## config.mk

```make
export PLATFORM = sky130hd
export DESIGN_NAME = serstat_flags
export DESIGN_NICKNAME = d
export VERILOG_FILES = /design/src/rtl/serstat_pkg.sv /design/src/rtl/serstat_decode.sv /design/src/rtl/serstat_arm.sv /design/src/rtl/serstat_bank.sv /design/src/rtl/serstat_rdport.sv /design/src/rtl/serstat_flags.sv
export SDC_FILE = /design/constraint.sdc
export NUM_CORES = 1
export LEC_CHECK = 0
export BUFFER_PORTS_ARGS = -buffer_cell sky130_fd_sc_hd__buf_2
export CAP_MARGIN = 20
export CORE_ASPECT_RATIO = 0.5
export CORE_UTILIZATION = 30
export CTS_CLUSTER_DIAMETER = 150
export DETAILED_ROUTE_END_ITERATION = 12
export PLACE_DENSITY_LB_ADDON = 0.08
export SLEW_MARGIN = 20
export SYNTH_ARGS = -nofsm -noshare
export SYNTH_HDL_FRONTEND = slang
export SYNTH_SLANG_ARGS = --single-unit
export TNS_END_PERCENT = 5
```

## constraint.sdc

```tcl
create_clock -name clk -period 2.9 [get_ports clk]
set_clock_uncertainty 0.15 [all_clocks]
set_input_delay 0.145 -clock clk [delete_from_list [all_inputs] [get_ports clk]]
set_output_delay 0.145 -clock clk [all_outputs]
set_load 0.02 [all_outputs]
```

## src/rtl/serstat_pkg.sv

```systemverilog
package serstat_pkg;
  typedef enum logic [1:0] {
    SEL_STAT_HI = 2'd0,
    SEL_STAT_LO = 2'd1,
    SEL_DATA    = 2'd2,
    SEL_LONG    = 2'd3
  } acc_sel_e;
endpackage

```

## src/rtl/serstat_decode.sv

```systemverilog
module serstat_decode
  import serstat_pkg::*;
(
  input  logic       acc_valid,
  input  logic       acc_write,
  input  logic [1:0] acc_sel,
  output logic       stat_rd,
  output logic       data_acc,
  output logic       data_rd,
  output logic       long_rd
);
  acc_sel_e sel;

  always_comb begin
    sel      = acc_sel_e'(acc_sel);
    stat_rd  = acc_valid && !acc_write && (sel == SEL_STAT_HI || sel == SEL_STAT_LO);
    data_acc = acc_valid && (sel == SEL_DATA);
    data_rd  = data_acc && !acc_write;
    long_rd  = acc_valid && !acc_write && (sel == SEL_LONG);
  end
endmodule

```

## src/rtl/serstat_arm.sv

```systemverilog
module serstat_arm #(
  parameter int NFLAG = 9
) (
  input  logic             clk,
  input  logic             rst,
  input  logic             stat_rd,
  input  logic             data_acc,
  input  logic             long_rd,
  input  logic [NFLAG-1:0] flags_q,
  output logic [NFLAG-1:0] seq_clr
);
  logic [NFLAG-1:0] arm_q;

  // the record is spent by the data access that uses it
  always_comb seq_clr = data_acc ? arm_q : '0;

  always_ff @(posedge clk) begin
    if (rst)
      arm_q <= '0;
    else if (stat_rd)
      arm_q <= flags_q;
    else if (data_acc || long_rd)
      arm_q <= '0;
  end
endmodule

```

## src/rtl/serstat_bank.sv

```systemverilog
module serstat_bank #(
  parameter int               NFLAG   = 9,
  parameter logic [NFLAG-1:0] RST_VAL = '0,
  parameter logic [NFLAG-1:0] RX_MASK = '0
) (
  input  logic             clk,
  input  logic             rst,
  input  logic [NFLAG-1:0] set_evt,
  input  logic [NFLAG-1:0] seq_clr,
  input  logic             long_rd,
  input  logic             clr_txfree,
  input  logic             clr_txidle,
  output logic [NFLAG-1:0] flags_q
);
  localparam int TXFREE_BIT = NFLAG - 1;
  localparam int TXIDLE_BIT = NFLAG - 2;

  logic [NFLAG-1:0] long_clr;
  logic [NFLAG-1:0] hw_clr;

  always_comb long_clr = long_rd ? (flags_q & RX_MASK) : '0;

  for (genvar i = 0; i < NFLAG; i++) begin : g_bit
    if (i == TXFREE_BIT) begin : g_txfree
      assign hw_clr[i] = clr_txfree;
    end else if (i == TXIDLE_BIT) begin : g_txidle
      assign hw_clr[i] = clr_txidle;
    end else begin : g_rx
      assign hw_clr[i] = 1'b0;
    end

    always_ff @(posedge clk) begin
      if (rst)
        flags_q[i] <= RST_VAL[i];
      else if (set_evt[i])
        flags_q[i] <= 1'b1;
      else if (seq_clr[i] || long_clr[i] || hw_clr[i])
        flags_q[i] <= 1'b0;
    end
  end
endmodule

```

## src/rtl/serstat_rdport.sv

```systemverilog
module serstat_rdport #(
  parameter int NFLAG = 9,
  parameter int DW    = 16
) (
  input  logic             clk,
  input  logic             rst,
  input  logic             stat_rd,
  input  logic             long_rd,
  input  logic             data_rd,
  input  logic [NFLAG-1:0] flags_q,
  output logic [DW-1:0]    rd_data,
  output logic             rd_valid
);
  localparam int PAD = DW - NFLAG;

  always_ff @(posedge clk) begin
    if (rst) begin
      rd_data  <= '0;
      rd_valid <= 1'b0;
    end else begin
      rd_valid <= stat_rd || long_rd || data_rd;
      if (stat_rd || long_rd)
        rd_data <= {{PAD{1'b0}}, flags_q};
      else
        rd_data <= '0;
    end
  end
endmodule

```

## src/rtl/serstat_flags.sv

```systemverilog
module serstat_flags #(
  parameter int NFLAG = 9,
  parameter int DW    = 16
) (
  input  logic             clk,
  input  logic             rst,
  input  logic             acc_valid,
  input  logic             acc_write,
  input  logic [1:0]       acc_sel,
  input  logic [NFLAG-1:0] set_evt,
  input  logic             clr_txfree,
  input  logic             clr_txidle,
  output logic [NFLAG-1:0] flags,
  output logic [DW-1:0]    rd_data,
  output logic             rd_valid
);
  localparam int               NRX     = NFLAG - 2;
  localparam logic [NFLAG-1:0] RX_MASK = {2'b00, {NRX{1'b1}}};
  localparam logic [NFLAG-1:0] RST_VAL = {2'b11, {NRX{1'b0}}};

  logic             stat_rd, data_acc, data_rd, long_rd;
  logic [NFLAG-1:0] seq_clr;
  logic [NFLAG-1:0] flags_q;

  serstat_decode u_dec (
    .acc_valid (acc_valid),
    .acc_write (acc_write),
    .acc_sel   (acc_sel),
    .stat_rd   (stat_rd),
    .data_acc  (data_acc),
    .data_rd   (data_rd),
    .long_rd   (long_rd)
  );

  serstat_arm #(.NFLAG(NFLAG)) u_arm (
    .clk      (clk),
    .rst      (rst),
    .stat_rd  (stat_rd),
    .data_acc (data_acc),
    .long_rd  (long_rd),
    .flags_q  (flags_q),
    .seq_clr  (seq_clr)
  );

  serstat_bank #(.NFLAG(NFLAG), .RST_VAL(RST_VAL), .RX_MASK(RX_MASK)) u_bank (
    .clk        (clk),
    .rst        (rst),
    .set_evt    (set_evt),
    .seq_clr    (seq_clr),
    .long_rd    (long_rd),
    .clr_txfree (clr_txfree),
    .clr_txidle (clr_txidle),
    .flags_q    (flags_q)
  );

  serstat_rdport #(.NFLAG(NFLAG), .DW(DW)) u_rd (
    .clk      (clk),
    .rst      (rst),
    .stat_rd  (stat_rd),
    .long_rd  (long_rd),
    .data_rd  (data_rd),
    .flags_q  (flags_q),
    .rd_data  (rd_data),
    .rd_valid (rd_valid)
  );

  assign flags = flags_q;
endmodule

```

==> results.txt, run 1 <==
- Remaining routing DRC violations: 0
- At the end of routability-driven placement, the weighted congestion stood at 0.699.
- Detail Route Antenna Nets: 0
- The initial utilization of the core area, before any placement, comes to 32.0%.
- At the end of the flow, the number of nets in the layout was 178.
* Final cycle utilization of the critical path: 44.3%
- Across the VDD grid, the largest voltage drop is 0.000166 V.
- DR iter-0 viols: 35
- Biggest cell delay along the critical path: 460 ps
- Yosys mapped a number of flops with a built-in enable equal to 0.
- Count of yosys warnings during synthesis: 0
- Setup slack after placement: 1320 ps
- After technology mapping, the gate count stands at 120.
- Chip height: 45.2 µm
- The initial antenna violation count is 0.
- The most used flip-flop cell after synthesis is sky130_fd_sc_hd__dfxtp_1.
- Number of buffers on the longest clock path: 2
- Number of buffers inserted during clock tree synthesis: 3
* Average vias per placed instance: 4.51
- Count of buffers added by post-CTS timing repair for setup: 0
- Adding up every negative setup slack in the final design gives 0 ps.
- The first global-routing pass estimated 3900 µm of wire.
- Hold buffers post-CTS: 9
- Clk pin slew, worst setup/hold paths: 90 ps
* Worst R2R Path Depth: 2
* Worst Path Class, Setup: in -> reg
* Total number of placement rows: 15
* Comb power frac: 13.9%
* DR WL met2: 962 µm
- Tightest slew margin relative to the limit: 52.5%
- In the global route stage, overall resource usage came out at 13.4%.
- Detailed placement finished with a half-perimeter wire length of 1650 µm.
- Fraction of layout instances using a drive strength above 1: 25.2%
- Share of total power in sequential cells: 57.2%
- At the worst endpoint, the arrival time is 1300 ps.
* Largest net degree at the start of global routing: 20
- Top cells by instance count after synthesis: sky130_fd_sc_hd__dfxtp_1 (28), sky130_fd_sc_hd__a21oi_1 (16), sky130_fd_sc_hd__nand2_1 (11)
- Origin of the critical flop-to-flop path: u_arm.arm_q[8]
- Met3 wirelength from detailed routing: 130 µm
* Min Tclk post-route: 1280 ps
- From left edge to right edge, the die measures 88.3 µm.
- Signed area change from the synthesized netlist to the final layout: 26.9%
- Reg-to-reg slack, setup: 1860 ps
* Number of flip-flops and latches in the synthesized netlist: 28
* Port Buffers: 35
- Full die area: 3990 µm²
- Vias in the first global route: 797
- The clock net in this run drives a total of 28 sinks.
- Cells along the critical path: buf_2 -> and3b_1 -> nand2_1 -> a311o_1
* Leading cell type by number of instances after synthesis: sky130_fd_sc_hd__dfxtp_1
- Fill cells in the final layout number 375.
* Master cell of the clock root buffer: sky130_fd_sc_hd__clkbuf_8
* Switching share of total power: 25.9%
- After clock tree synthesis, the repair step resized 0 gates.
- CP Capture Point: u_bank.flags_q[8]
- The number of different library cells used by synthesis comes to 20.
* Number of vias in the routed layout: 948
* Count of cell instances traversed by the critical path: 4
- Max layer used: met4
* Worst-Margin Slew: 712 ps
- Routed metal-1 wire length: 1410 µm
- Pwr/cell area: 507 nW/µm²
* Type of the most critical hold path: in -> reg
* Area fraction of the dominant cell type after synthesis: 50.2%
* Kind of launch point of the worst setup path: primary input
* Power share of the clock group: 28.9%
* Core area: 3490 µm²
* Syn Area/Cell: 9.31 µm²
- The worst setup path is captured at a flop.
- Counting both buffers and inverters, the worst setup path holds a total of 1.
* Top cells by area in the synthesized netlist: sky130_fd_sc_hd__dfxtp_1 (50%), sky130_fd_sc_hd__a21oi_1 (7.2%), sky130_fd_sc_hd__a311oi_1 (5.5%)
- The run finished with clean final reports.
- Detailed-route wire length per cell: 12.0 µm
* Pre-antenna DRT Iters: 4
- Setup repair after global routing left no endpoint under its margin.
- The finished layout holds 210 standard cells, fillers aside.
- Of all nets on the critical path, the largest fanout is 13.
- Reg-to-Reg End: u_bank.flags_q[8]
- Of the synthesized area, sequential elements account for 50.2%.
* Clock H-tree levels: 1
- Final global-route overflow total: 0
* MaxCap Viol Count: 0
- On the critical path, the stage with the largest delay is an instance of sky130_fd_sc_hd__and3b_1.
- TritonCTS built the clock tree.
- Derived from the worst setup path, the maximum achievable clock frequency is 778 MHz.
- Total Wirelength: 2520 µm
- Total placed cells including tap cells: 198
* Fin. Hold Viols: 0
- Once routing completed, OpenROAD measured the worst setup slack at 1620 ps.
* Number of placed I/O pins: 43
- Worst hold slack across all endpoints: 41.0 ps
- Async SR Flop Fraction: 0%
- Final setup violation count: 0
- Yosys top cell by area: sky130_fd_sc_hd__dfxtp_1
- Final antenna diode count: 0
- Static leakage: 0.654 nW
* Crit. Startpoint: acc_valid
* Netlist area before placement: 1120 µm²
- Internal Pwr Total: 0.000533 W
- Crit-path leading delay family: simple AND/OR/NAND/NOR gates
- Data on the critical path is required at its endpoint by 2910 ps.
- The final count of pins violating max slew was 0.
- P_sw: 0.000186 W
- Clock latency on the worst-skew pair: 270 ps
[cells by family after synthesis]
logic type,count (synthesis),share of synthesized area [%]
compound gates,34,19.5
simple gates,34,18.7
buf+inv,23,11.3
other cells,1,0.336
flops,28,50.2
[sequential cells by signal, indices dropped and copies added, names as in the netlist]
name            count
u_bank.flags_q      9
u_rd.rd_valid       1
u_arm.arm_q         9
u_rd.rd_data        9
[area by class of cell]
type / count / area (µm²) / share of cell area [%]
tap: 51 / 63.8 / 4.50
multi-input combinational: 75 / 453 / 32.0
timing repair buffer: 44 / 265 / 18.7
sequential: 28 / 561 / 39.5
inverter: 9 / 33.8 / 2.38
clock buffer: 3 / 41.3 / 2.91
[power by group through the flow]
stage          clock (W)  sequential [W]  combinational (W)
3_3_place_gp           0        0.000420          0.0000911
3_5_place_dp           0        0.000420          0.0000910
5_1_grt         0.000232        0.000414           0.000109
6_report        0.000207        0.000411          0.0000999
2_1_floorplan          0        0.000433          0.0000529
4_1_cts         0.000212        0.000411           0.000101
[tightest hold or removal path: cells and delay by family]
| kind | cells | cell delay (ps) |
|---|---|---|
| buffers and inverters | 2 | 140 |
| AO/OA/AOI/OAI | 1 | 150 |
[stage by stage]
stage / cell area (µm²) / total power [W] / util [%]
after floorplan: 1140 / 0.000486 / -
after global placement: 1290 / 0.000511 / 36.8
after detailed placement: 1290 / 0.000511 / 36.8
after CTS: 1420 / 0.000724 / 40.6
after global routing: 1420 / 0.000755 / 40.6
final: 1420 / 0.000718 / 40.6
[cells in the final DEF (no fill, tap or decap)]
cell type / n
sky130_fd_sc_hd__nor3b_4: 1
sky130_fd_sc_hd__conb_1: 7
sky130_fd_sc_hd__buf_2: 35
sky130_fd_sc_hd__clkbuf_8: 3
sky130_fd_sc_hd__dfxtp_1: 28
sky130_fd_sc_hd__inv_1: 9
sky130_fd_sc_hd__a311oi_1: 7
sky130_fd_sc_hd__nand2b_1: 1
sky130_fd_sc_hd__nor3b_2: 1
sky130_fd_sc_hd__nand4b_1: 1
sky130_fd_sc_hd__a21oi_1: 16
sky130_fd_sc_hd__nand2_1: 11
sky130_fd_sc_hd__a31oi_1: 9
sky130_fd_sc_hd__a311o_1: 2
sky130_fd_sc_hd__and3_1: 9
sky130_fd_sc_hd__nor2b_1: 9
sky130_fd_sc_hd__dlygate4sd3_1: 9
sky130_fd_sc_hd__and3b_1: 1
[metal layers]
metal / GRT usage [%] / vias to the layer above
met2: 20.2 / 33
li1: - / 489
met5: 0 / -
met4: 1.94 / 0
met1: 18.8 / 424
met3: 4.94 / 2
[worst min-delay path by stage]
stage                     from                end  depth (start not counted)
floorplan           set_evt[7]  u_bank.flags_q[7]                          1
finish              clr_txfree  u_bank.flags_q[8]                          3
CTS                 clr_txfree  u_bank.flags_q[8]                          3
global placement    set_evt[7]  u_bank.flags_q[7]                          2
detailed placement  set_evt[8]  u_bank.flags_q[8]                          2
global route        clr_txfree  u_bank.flags_q[8]                          3
Power figures use the tool's default switching activity.
==> inputs of run 2 (changes only) <==
==> constraint.sdc (replaced) <==
create_clock -name clk -period 1.3 [get_ports clk]
set_clock_uncertainty 0.15 [all_clocks]
set_input_delay 0.065 -clock clk [delete_from_list [all_inputs] [get_ports clk]]
set_output_delay 0.065 -clock clk [all_outputs]
set_load 0.02 [all_outputs]
==> results.txt, run 2 (synthesis results as in run 1) <==
- The final count of pins violating max slew is 0 (unchanged).
- The min-delay analysis places its worst path in the category in -> reg.
* Worst Path Class, Setup: in -> reg
- Switching share of total power: 26.3% (+0.46 points)
- Arrival time of data at the critical path endpoint: 1260 ps (-40 ps)
* Pwr/cell area: 1080 nW/µm² (+110%)
- Setup TNS: 0 ps (unchanged)
- Crit end category: flop
* Largest net degree at the start of global routing: 19 (-5.0%)
* Required @ worst endpoint: 1310 ps (-1600 ps)
* Setup slack after placement: 127 ps (-1200 ps)
- The floorplan row count is 15 (unchanged).
* MaxCap Viol Count: 0 (unchanged)
- The global routing usage on met2 came to 18.8% (-1.4 points).
- Placed wire-length estimate after detailed placement: 1890 µm (+14%)
- Clock H-tree levels: 1 (unchanged)
- In this design, the largest share of critical-path delay is due to buffers and inverters.
* Number of buffers inserted during clock tree synthesis: 3 (unchanged)
- Fin. Hold Viols: 0 (unchanged)
* Fraction of layout instances using a drive strength above 1: 28.7% (+3.5 points)
- P_sw: 0.000432 W (+130%)
- Vias in the first global route: 801 (+0.50%)
- The die extent in y is 45.2 µm (unchanged).
- Signed area change from the synthesized netlist to the final layout: 35.6%
- The number of antenna repair diodes came to 0 (unchanged).
- Final global-route overflow total: 0 (unchanged)
* Kind of launch point of the worst setup path: primary input
- The library cell used most frequently in the layout, excluding fill and tap cells, is sky130_fd_sc_hd__buf_2.
- The count of unresolved DRC violations after routing was 0 (unchanged).
- The top-level port count is 43 (unchanged).
* CP max-delay cell: sky130_fd_sc_hd__dlygate4sd3_1
- Total Wirelength: 2760 µm (+9.5%)
- The number of setup violations in the final report came to 0 (unchanged).
* DR iter-0 viols: 48 (+37%)
- The run finished with clean final reports.
- Wire length of the first global-routing pass: 4080 µm (+4.6%)
- The width of the chip was 88.3 µm (unchanged).
* Min Tclk post-route: 1240 ps
- Number of antenna violations at the first check in global routing: 0 (unchanged)
- Full die area: 3990 µm² (unchanged)
- The initial core utilization was 32.0% (unchanged).
- The proportion of power drawn by flip-flops and latches was 55.9% (-1.3 points).
- The post-cts sizing count came to 0 (unchanged).
- Number of nets in the finished design: 190 (+6.7%)
- Worst supply voltage drop on vdd: 0.000388 V (+130%)
- In the layout the commonest cells are sky130_fd_sc_hd__buf_2 (35), sky130_fd_sc_hd__dfxtp_1 (28), sky130_fd_sc_hd__a21oi_1 (16).
- Clock Sink Count: 28 (unchanged)
- The met3 routing resource usage after global routing was 4.94% (unchanged).
- The largest registers in the layout are u_arm.arm_q x9, u_bank.flags_q x9, u_rd.rd_data x9.
- The number of buffers on the longest clock path was 2 (unchanged).
* Final cycle utilization of the critical path: 95.6%
- The register cell area after layout came to 561 µm² (unchanged).
* Static leakage: 0.710 nW (+8.6%)
- The number of fill cells was 359 (-4.3%).
* Master cell of the clock root buffer: sky130_fd_sc_hd__clkbuf_8
- Clk pin slew, worst setup/hold paths: 90 ps (about the same)
* Multi-input gate area: 453 µm² (unchanged)
* TritonCTS clock tree: done
- The routed wire length per instance was 12.4 µm (+3.6%).
* Clock latency on the worst-skew pair: 270 ps (about the same)
- The internal power summed over all cells is 0.00121 W (+130%).
- The number of buffer cells added on primary ports came to 35 (unchanged).
* Number of vias in the routed layout: 1007 (+6.2%)
- Pre-antenna DRT Iters: 4 (unchanged)
* Cells along the critical path: dlygate4sd3_1 -> buf_2 -> buf_4 -> a311o_1
- Fmax achieved: 805 MHz
* Detail Route Antenna Nets: 0 (unchanged)
- Worst setup slack after layout: 57.3 ps (-1560 ps)
- Biggest cell delay along the critical path: 540 ps (+80 ps)
* GPL Wtd Cong: 0.681 (-2.6%)
- Setup repair after global routing left no endpoint under its margin.
- The routing usage on met1 is 23.0% (+4.2 points).
- Comb power frac: 15.4% (+1.5 points)
* Buffers plus inverters on the worst setup path: 3 (+2)
- The total global-route track usage is 14.6% (+1.1 points).
- Core area: 3490 µm² (unchanged)
- Top fanout value on the critical path: 10 (-3)
* Most congested layer reported by global routing: met1
- The clock group share of total power is 28.7% (-0.2 points).
- Average vias per placed instance: 4.54 (+0.48%)
-- run 2: worst paths after layout --
check,from,end,slack (ps),cells after the start
max,rst,u_bank.flags_q[7],60,4
min,acc_write,u_rd.rd_valid,80,3
max reg2reg,u_arm.arm_q[8],u_bank.flags_q[8],270,2
min reg2reg,u_arm.arm_q[1],u_bank.flags_q[1],330,1
-- run 2: through the flow --
stage	instance area (µm²)	power, W	utilization (%)	hold slack (ps)	std cells
2_1_floorplan	1140	0.00108	-	21.4	126
3_3_place_gp	1350	0.00116	38.8	119	207
3_5_place_dp	1350	0.00116	38.8	118	207
4_1_cts	1520	0.00165	43.4	80.5	222
5_1_grt	1520	0.00173	43.4	89.7	222
6_report	1520	0.00164	43.4	81.9	222
-- run 2: layout make-up --
| class | instances | area share (%) |
|---|---|---|
| clock buffers | 3 | 2.73 |
| inverters | 9 | 2.23 |
| multi-input cells | 75 | 29.9 |
| flip-flops and latches | 28 | 37.0 |
| well taps | 51 | 4.21 |
| repair buffers | 56 | 23.9 |
-- run 2: layer usage --
metal	share of wire, %	wire length, µm
met3	4.6	126
met5	0	0
met4	0.65	18
met2	38	1040
met1	57	1570
-- run 2: power by group through the flow --
stage	clock (W)	combinational, W	sequential, W
3_5_place_dp	0	0.000226	0.000938
4_1_cts	0.000478	0.000253	0.000918
6_report	0.000472	0.000253	0.000917
5_1_grt	0.000528	0.000276	0.000923
2_1_floorplan	0	0.000118	0.000967
3_3_place_gp	0	0.000224	0.000937
-- run 2: worst min-delay path, cell delays in order --
cell and delay [ps]:
sky130_fd_sc_hd__buf_2 150, sky130_fd_sc_hd__nor3b_2 60, sky130_fd_sc_hd__buf_4 170
-- run 2: timing repair --
item                                   4_1_cts  5_1_grt
endpoints found under the hold margin        9        0
buffers inserted                             0        0
hold buffers                                12        0
==> inputs of run 3 (changes only) <==
--- a/config.mk
+++ b/config.mk
@@ -8,6 +8,7 @@
 export BUFFER_PORTS_ARGS = -buffer_cell sky130_fd_sc_hd__buf_2
 export CAP_MARGIN = 20
 export CORE_ASPECT_RATIO = 0.5
+export CORE_MARGIN = 3
 export CORE_UTILIZATION = 30
 export CTS_CLUSTER_DIAMETER = 150
 export DETAILED_ROUTE_END_ITERATION = 12
==> results.txt, run 3 (synthesis results as in run 1) <==
- Clock latency on the worst-skew pair: 270 ps (about the same)
- Detail Route Antenna Nets: 0 (unchanged)
- The leakage power is 0.703 nW (-1.0%).
- The total congestion overflow after global routing is 0 (unchanged).
* Worst setup slack after layout: 238 ps (+181 ps)
- The internal power summed over all cells is 0.00127 W (+4.8%).
* Crit. Startpoint: u_bank.flags_q[5]
- The final count of pins violating max slew was 0 (unchanged).
* Min Tclk post-route: 1060 ps (-181 ps)
* CP max-delay cell: sky130_fd_sc_hd__dfxtp_1
- Number of vias in the routed layout: 959 (-4.8%)
- Final setup violation count: 0 (unchanged)
* Cells along the critical path: buf_2
* Signed area change from the synthesized netlist to the final layout: 34.3%
- The switching fraction of total power is 25.3% (-1.0 points).
* Clk pin slew, worst setup/hold paths: 90 ps (about the same)
- The pin count of the biggest net entering global routing came to 19 (unchanged).
- The initial antenna violation count came to 0 (unchanged).
- Number of nets in the finished design: 187 (-1.6%)
- Multi-input gate area: 453 µm² (unchanged)
- The overall routed net length came to 2780 µm (+0.76%).
* Kind of launch point of the worst setup path: flop
- Final antenna diode count: 0 (unchanged)
* Worst hold slack across all endpoints: -71.7 ps (-154 ps)
- The power consumption came to 0.00170 W (+3.3%).
- Required @ worst endpoint: 1090 ps (-220 ps)
- The first-iteration detailed-routing DRC count came to 19 (-60%).
- The wire length of the first global-routing pass was 4530 µm (+11%).
- The initial core utilization came to 34.1% (+2.1 points).
- The placeable core region came to 3280 µm² (-6.2%).
* Combined flip-flop and latch cell area: 561 µm² (unchanged)
* Port Buffers: 35 (unchanged)
- Fraction of layout instances using a drive strength above 1: 28.4% (-0.25 points)
- Power share of the clock group: 31.6% (+2.9 points)
- Broken down by cell family, the worst path's largest delay share belongs to flip-flops.
- The total power divided by cell area came to 1130 nW/µm² (+4.3%).
* Total number of placement rows: 14 (-1)
- Number of buffers inserted during clock tree synthesis: 3 (unchanged)
- Regs by FF count: u_arm.arm_q x9, u_bank.flags_q x9, u_rd.rd_data x9
- The post-detailed-placement half-perimeter wirelength was 1880 µm (-0.12%).
* Arrival time of data at the critical path endpoint: 850 ps (-410 ps)
* Average vias per placed instance: 4.42 (-2.6%)
- The tree is rooted in a sky130_fd_sc_hd__clkbuf_8.
- Clock Sink Count: 28 (unchanged)
- The worst path buffer plus inverter count was 1 (-2).
- Outcome: finished, violations left
* Fin. Hold Viols: 1 (+1)
* P_sw: 0.000429 W (-0.78%)
- Top fanout value on the critical path: 4 (-6)
- Fillcell total: 345 (-3.9%)
- Comb power frac: 14.4% (-1.0 points)
- Pre-antenna DRT Iters: 4 (unchanged)
* Worst Path Class, Setup: reg -> out
- MaxCap Viol Count: 0 (unchanged)
- At the pin with the least slew margin, the transition time is 655 ps.
- Origin of the critical flop-to-flop path: u_arm.arm_q[7]
- The min-delay analysis places its worst path in the category in -> reg.
- The global placement routability congestion was 0.708 (+4.1%).
- The hold-fix buffer count after cts is 11 (-1).
- The area of the die is 4540 µm² (+14%).
- Start point of the worst hold path: rst
- STA classifies the critical path endpoint as a primary output.
- Setup repair after global routing missed its margin: false
- Vias in the first global route: 940 (+17%)
- The number of buffers on the longest clock path came to 2 (unchanged).
- The final reports fail on negative hold slack.
- The number of H-tree branching levels was 1 (unchanged).
- Most common library cell in the layout ignoring fill and taps: sky130_fd_sc_hd__buf_2
- The total global-route track usage was 12.9% (-1.6 points).
- The highest achievable clock rate is 941 MHz (+17%).
- The share of the cycle needed by the critical path after routing came to 81.7% (-14 points).
* Worst supply voltage drop on vdd: 0.000323 V (-17%)
- Detailed-route wire length per cell: 12.8 µm (+3.1%)
- The worst setup slack after placement was 37.8 ps (-89.4 ps).
- Width of the die: 92.3 µm (+4.5%)
- Number of placed I/O pins: 43 (unchanged)
- TritonCTS built the clock tree.
- The count of unresolved DRC violations after routing is 0 (unchanged).
- Headroom to the max-slew limit came out at 56.1%.
* Share of total power in sequential cells: 54.0% (-1.9 points)
- The die extent in y came to 49.2 µm (+8.9%).
- The highest cell delay on the worst timing path was 390 ps (-150 ps).
- Setup TNS: 0 ps (unchanged)
* Most frequent cells in the layout: sky130_fd_sc_hd__buf_2 (35), sky130_fd_sc_hd__dfxtp_1 (28), sky130_fd_sc_hd__a21oi_1 (16)
==> run 3: cell count changes in the layout (fill, tap and decap cells not counted) <==
cell	delta
sky130_fd_sc_hd__buf_4	-2
sky130_fd_sc_hd__clkbuf_8	+1
sky130_fd_sc_hd__dlygate4sd3_1	-1
==> run 3: area by class of cell <==
| class | count | area share [%] |
|---|---|---|
| tap | 48 | 4.00 |
| inverter | 9 | 2.25 |
| timing repair buffer | 53 | 22.5 |
| clock buffer | 4 | 3.67 |
| sequential | 28 | 37.4 |
| multi-input combinational | 75 | 30.2 |
==> run 3: final timing paths <==
path | cells past startpoint | slack [ps] | end
max | 1 | 240 | flags[5]
min | 2 | -70 | u_rd.rd_valid
max reg2reg | 2 | 300 | u_bank.flags_q[7]
min reg2reg | 1 | 330 | u_bank.flags_q[4]
==> run 3: timing repair <==
item / CTS / global route
gates resized for setup: 0 / 0
buffers inserted: 0 / 0
hold endpoints to repair: 10 / 1
==> run 3: per-layer routing <==
metal,global-route usage (%),share of wire [%],up-vias
met5,0,0,-
met3,4.31,6.2,0
li1,-,-,503
met4,3.69,0,0
met2,20.3,42,31
met1,16.9,52,425
==> run 3: metrics by stage <==
stage                     instances  utilization, %  instance area (µm²)
final                           217            45.8                 1500
after floorplan                 126               -                 1140
after global placement          202            40.8                 1340
after global routing            217            45.8                 1500
after CTS                       217            45.8                 1500
after detailed placement        202            40.8                 1340
==> run 3: power by group through the flow <==
stage / combinational [W] / clock, W / sequential (W)
2_1_floorplan: 0.000118 / 0 / 0.000967
3_3_place_gp: 0.000219 / 0 / 0.000937
3_5_place_dp: 0.000220 / 0 / 0.000937
4_1_cts: 0.000246 / 0.000566 / 0.000917
5_1_grt: 0.000267 / 0.000609 / 0.000922
6_report: 0.000244 / 0.000536 / 0.000916
